## src/rtl/keyed_reset_pulser.sv

```systemverilog
module keyed_reset_pulser #(
  parameter int          ADDR_W   = 8,
  parameter int          DUR_W    = 8,
  parameter int          CMD_ADDR = 3,
  parameter int          CMD_BIT  = 14,
  parameter logic [15:0] KEY_VAL  = 16'hA5C3
) (
  input  logic              clk,
  input  logic              rst_n,
  input  logic              wr_en,
  input  logic [ADDR_W-1:0] wr_addr,
  input  logic [15:0]       wr_data,
  input  logic              key_wr,
  input  logic [15:0]       key_data,
  input  logic [DUR_W-1:0]  dur,
  output logic              cpu_rst_n,
  output logic              mem_rst_n
);

  localparam logic [ADDR_W-1:0] CmdAddr = ADDR_W'(CMD_ADDR);
  localparam logic [DUR_W-1:0]  One     = DUR_W'(1);

  logic             unlocked;
  logic [DUR_W-1:0] cnt;
  logic             cmd_hit, fire, last;
  logic [DUR_W-1:0] dur_eff;

  assign cmd_hit = wr_en && (wr_addr == CmdAddr) && wr_data[CMD_BIT];
  assign fire    = cmd_hit && unlocked && cpu_rst_n;
  assign last    = !cpu_rst_n && (cnt == One);
  assign dur_eff = (dur == '0) ? One : dur;

  always_ff @(posedge clk or negedge rst_n) begin
    if (!rst_n)      unlocked <= 1'b0;
    else if (key_wr) unlocked <= (key_data == KEY_VAL);
  end

  always_ff @(posedge clk or negedge rst_n) begin
    if (!rst_n)         cnt <= '0;
    else if (fire)      cnt <= dur_eff;
    else if (!cpu_rst_n) cnt <= cnt - One;
  end

  always_ff @(posedge clk or negedge rst_n) begin
    if (!rst_n) begin
      cpu_rst_n <= 1'b1;
      mem_rst_n <= 1'b1;
    end else if (fire) begin
      cpu_rst_n <= 1'b0;
      mem_rst_n <= 1'b0;
    end else if (last) begin
      cpu_rst_n <= 1'b1;
      mem_rst_n <= 1'b1;
    end
  end


  a_r5_together: assert property (@(posedge clk) disable iff (!rst_n)
    cpu_rst_n == mem_rst_n);


  a_r3_locked_ignored: assert property (@(posedge clk) disable iff (!rst_n)
    (cmd_hit && !unlocked && cpu_rst_n) |=> cpu_rst_n);


  a_r2_zero_no_effect: assert property (@(posedge clk) disable iff (!rst_n)
    (wr_en && !wr_data[CMD_BIT] && cpu_rst_n) |=> cpu_rst_n);


  a_r4_start: assert property (@(posedge clk) disable iff (!rst_n)
    (cmd_hit && unlocked && cpu_rst_n) |=> !mem_rst_n);


  a_r8_no_extend: assert property (@(posedge clk) disable iff (!rst_n)
    (!cpu_rst_n && cnt == One) |=> cpu_rst_n);

endmodule

```

## config.mk

```make
export PLATFORM = sky130hd
export DESIGN_NAME = keyed_reset_pulser
export DESIGN_NICKNAME = d
export VERILOG_FILES = /design/src/rtl/keyed_reset_pulser.sv
export SDC_FILE = /design/constraint.sdc
export NUM_CORES = 1
export LEC_CHECK = 0
export ABC_AREA = 1
export ABC_CLOCK_PERIOD_IN_PS = 1120
export BUFFER_PORTS_ARGS = -buffer_cell sky130_fd_sc_hd__buf_2
export CELL_PAD_IN_SITES_DETAIL_PLACEMENT = 0
export CELL_PAD_IN_SITES_GLOBAL_PLACEMENT = 2
export CORE_ASPECT_RATIO = 0.75
export CORE_MARGIN = 2
export CORE_UTILIZATION = 18
export DETAILED_ROUTE_END_ITERATION = 10
export PLACE_DENSITY_LB_ADDON = 0.1
export SETUP_SLACK_MARGIN = 0.5
export SYNTH_ARGS = -nofsm -noshare
export SYNTH_HDL_FRONTEND = slang
export SYNTH_SLANG_ARGS = --single-unit
export TNS_END_PERCENT = 20
```

## constraint.sdc

```tcl
create_clock -name clk -period 1.12 [get_ports clk]
set_input_delay 0.224 -clock clk [delete_from_list [all_inputs] [get_ports clk]]
set_output_delay 0.224 -clock clk [all_outputs]
set_load 0.03 [all_outputs]
```

Yosys cells after proc, flatten, opt, wreduce, memory -nomap -nowiden --
Cells that the tools add are included.
Storage, ports and cells: bits in registers 10, latch bits 0, RAM bits 0, bits in read-only memories 0, bits of input ports 52, output and inout port bits 2, logic and storage cells 21, memories kept 0
Operators by class: add/subtract/negate cells 1, multiply operators 0, divide/modulo/power cells 0, order comparisons 0, equal/unequal tests 4, shift-type cells 0, multiplexer cells 5, bitwise logic cells 0, reduce and logical (&&, ||, !) cells 8
Operators by type and width (number):
- 2-to-1 mux 8 bit | 3
- equality test 16 bit (second input constant) | 1
- equality test 8 x 1 -> 1 bit (second input constant) | 1
- equality test 8 x 2 -> 1 bit (second input constant) | 1
- logical NOT 8 bit | 1
- subtractor 8 x 1 -> 8 bit (second input constant) | 1
- logical AND 1 bit | 5
- 2-to-1 mux 1 bit | 2
- inequality test 2 x 1 -> 1 bit (second input constant) | 1
- nonzero test 2 bit | 1
- logical NOT 1 bit | 1

Longest topological paths before layout --
depth in word-level cells 6, depth in mapped cells 7, mapped depth without buffers 7

Least setup slack after synthesis --
OpenSTA, ideal clock, no wires.
path kind register to register, start point register, netlist name mem_rst_n, end point register cnt[4], library setup time 68 ps, data arrival time 1174 ps, required time 1052 ps, setup slack -123 ps, stages on the path, launching flop included 8, buffers on the path 1, period minus slack after synthesis 1243 ps, cell sequence dfstp_2 > buf_4 > inv_4 > nand2_1 > nor2_2 > a21oi_1 > nand2_1 > nand3_1
RTL lines:
- end signal, assigned | RTL line 40 | else if (fire) cnt <= dur_eff;
- end signal, assigned | RTL line 41 | else if (!cpu_rst_n) cnt <= cnt - One;
- end, declared | RTL line 24 | logic [DUR_W-1:0] cnt;

==> flow_metrics.env <==
export IMPL_status="complete, but fails checks"
export IMPL_violations="hold timing, setup timing"
export IMPL_clk_path_buf_depth=2
export IMPL_synth_warnings=0
export IMPL_synthTopCellsByCount="18 x nand2_1, 18 x nand3_1, 15 x nor2_1"
export IMPL_synthFlopType="dfrtp_1"
export IMPL_routed_via_density=4.13
export IMPL_drt_iter0_drc=30
export IMPL_vdd_drop_max_uv=264
export IMPL_rows=21
export IMPL_cp_slowest_cell="dfstp_2"
export IMPL_drcViolationCount=0
export IMPL_whs_ns=-0.152
export IMPL_die_area_um2=5180
export IMPL_synth_area_leader_cell="dfrtp_1"
export IMPL_crit_family="flip-flops"
export IMPL_hold_class="in2async"
export IMPL_setup_ws_ns=-0.0931
export IMPL_worst_slew_pin_slew_ns=0.257
export IMPL_synthCells=116
export IMPL_slew_headroom=0.828
export IMPL_layout_drive_gt1_share=0.497
export IMPL_async_reset_ff_frac=1.00
export IMPL_setup_viol=11
export IMPL_setup_tns_ns=-0.663
export IMPL_antenna_cells=0
export IMPL_path_buf_inv=1
export IMPL_clock_skew_ns=0.00307
export IMPL_synthDistinctLibCells=25
export IMPL_clkPwrFrac=0.464
export IMPL_cp_start_kind="flop"
export IMPL_hold_violations=9
export IMPL_end_kind="output port"
export IMPL_fin_nets=226
export IMPL_root_buffer="clkbuf_8"
export IMPL_max_stage_delay_ns=0.60
export IMPL_overflow=0
export IMPL_clkLatencyLatePin_ns=0.24
export IMPL_die_y_um=62.8
export IMPL_grt_use_total=0.0978
export IMPL_route_final_wire_length_um=2480
export IMPL_antenna_found_initial=0
export IMPL_yosysTopAreaCellShare=0.271
export IMPL_syn_nets=170
export IMPL_vias=941
export IMPL_routabilityCongestion=0.775
export IMPL_worstPathRequired_ns=0.90
export IMPL_sw_frac_of_total=0.234
export IMPL_grt_max_degree=12
export IMPL_syn_area_per_cell_um2=7.16
export IMPL_dp_hpwl_um=2070
export IMPL_grt_setup_unrepaired="true"
export IMPL_ys_seq_area_frac=0.303
export IMPL_numCtsBuffers=3
export IMPL_drv_slew=0
export IMPL_power_internal_uw=761
export IMPL_critPathArrivalTime_ns=0.99
export IMPL_cp_cell_sequence="buf_6"
export IMPL_sequentialPowerShare=0.379
export IMPL_syn_area_um2=831
export IMPL_htreeDepth=1
export IMPL_ios=54
export IMPL_layout_min_cycle_time_ns=1.21
export IMPL_maxCapViolCount=0
export IMPL_finalCritPeriodShare=1.08
export IMPL_core_um2=4440
export IMPL_path_class="reg2out"
export IMPL_p_sw_uw=233
export IMPL_cts_sinks=10
export IMPL_synth_seq_cells=10
export IMPL_routedWlPerCell_um=10.9
export IMPL_grt_pass1_wl_um=3860
export IMPL_grt_pass1_vias=862
export IMPL_power_density_nw_per_um2=740
export IMPL_syn2layout_area_growth_pct=61.6
export IMPL_tritoncts="yes"
export IMPL_io_buffer_count=38
export IMPL_start_util=0.187
export IMPL_max_freq_mhz=824
export IMPL_clk_pin_slew_ns=0.05
export IMPL_critPathMaxFanout=4
export IMPL_yosys_top_cells_area="dfrtp_1 27%, nand3_1 11%, nand2_1 8.1%, nand4_1 7.5%, nor2_1 6.8%"
export IMPL_die_w_um=82.4
export IMPL_leakage_nw=0.664
export IMPL_firstDrtPassIters=4
export IMPL_synth_edf_count=0
export IMPL_final_antenna_net_count=0
export IMPL_combPwrFrac=0.157
-- metal layers --
layer	vias up	global-route usage	wire, um
met1	421	0.157	1320
met2	18	0.127	1100
met5	-	0	0
li1	500	-	-
met4	0	0.0438	15
met3	2	0.00867	54
-- kinds of logic after synthesis --
logic type	after synthesis	synth area share
simple gates	79	0.526
buf+inv	17	0.0903
flops	10	0.303
compound gates	8	0.0512
fa+ha+maj	2	0.0301
-- state kept, by name, indices dropped and copies added, names as in the netlist --
name	flops
unlocked	1
cnt	8
mem_rst_n	1
-- cell usage in the layout, fill, tap and decap left out, types with 2 or more instances in the layout --
master	Yosys	routed
a21oi_1	3	2
buf_2	1	36
buf_4	2	13
buf_6	0	4
clkbuf_8	0	4
dfrtp_1	9	9
inv_1	12	12
nand2_1	18	14
nand2_2	3	7
nand3_1	18	16
nand3_2	1	3
nand3b_1	3	3
nand4_1	10	10
nor2_1	15	12
nor2_2	3	5
nor2_4	1	2
nor2_8	2	2
nor3_1	3	2
o21ai_1	3	3
-- power by group through the flow --
stage               logic [mW]  clock network (mW)  registers (mW)
global route             0.175               0.493           0.378
floorplan               0.0465                   0           0.382
global placement         0.141                   0           0.382
finish                   0.156               0.462           0.377
CTS                      0.152               0.481           0.376
detailed placement       0.147                   0           0.383
-- final cells by class --
cell class                      instances  area [um2]
Multi-Input combinational cell         89         564
Fill cell                             498        3100
Timing Repair Buffer                   54         343
Inverter                               14        57.6
Sequential cell                        10         251
Tap cell                               57        71.3
Clock buffer                            4        55.1
-- worst paths after layout --
path                       cells after the start                     to                  start  slack [ns]
max                                            1              cpu_rst_n  mem_rst_n$_DFFE_PN1P_       -0.09
min                                            1     cnt[5]$_DFFE_PN0P_                  rst_n       -0.15
max reg2reg                                    5     cnt[2]$_DFFE_PN0P_  mem_rst_n$_DFFE_PN1P_       -0.08
min reg2reg                                    2   unlocked$_DFFE_PN0P_   unlocked$_DFFE_PN0P_        0.55
max in group asynchronous                      1  mem_rst_n$_DFFE_PN1P_                  rst_n        1.01
min in group clk                               2   unlocked$_DFFE_PN0P_                 key_wr        0.17
-- stage by stage --
step | utilization | setup slack, ns | total power, mW | area, um2 | instances
floorplan | - | -0.0919 | 0.429 | 835 | 116
global placement | 0.265 | -0.0992 | 0.523 | 1170 | 220
detailed placement | 0.265 | -0.0970 | 0.530 | 1170 | 220
CTS | 0.286 | -0.0733 | 1.01 | 1270 | 227
global route | 0.302 | -0.125 | 1.05 | 1340 | 228
finish | 0.302 | -0.0931 | 0.994 | 1340 | 228
-- timing repair --
item	CTS	global route
setup endpoints to repair	12	12
buffers inserted	3	1
pin swaps	3	2
resized for setup	6	16
endpoints found under the hold margin	9	9
Note: power is estimated with default switching activity, not from simulation.
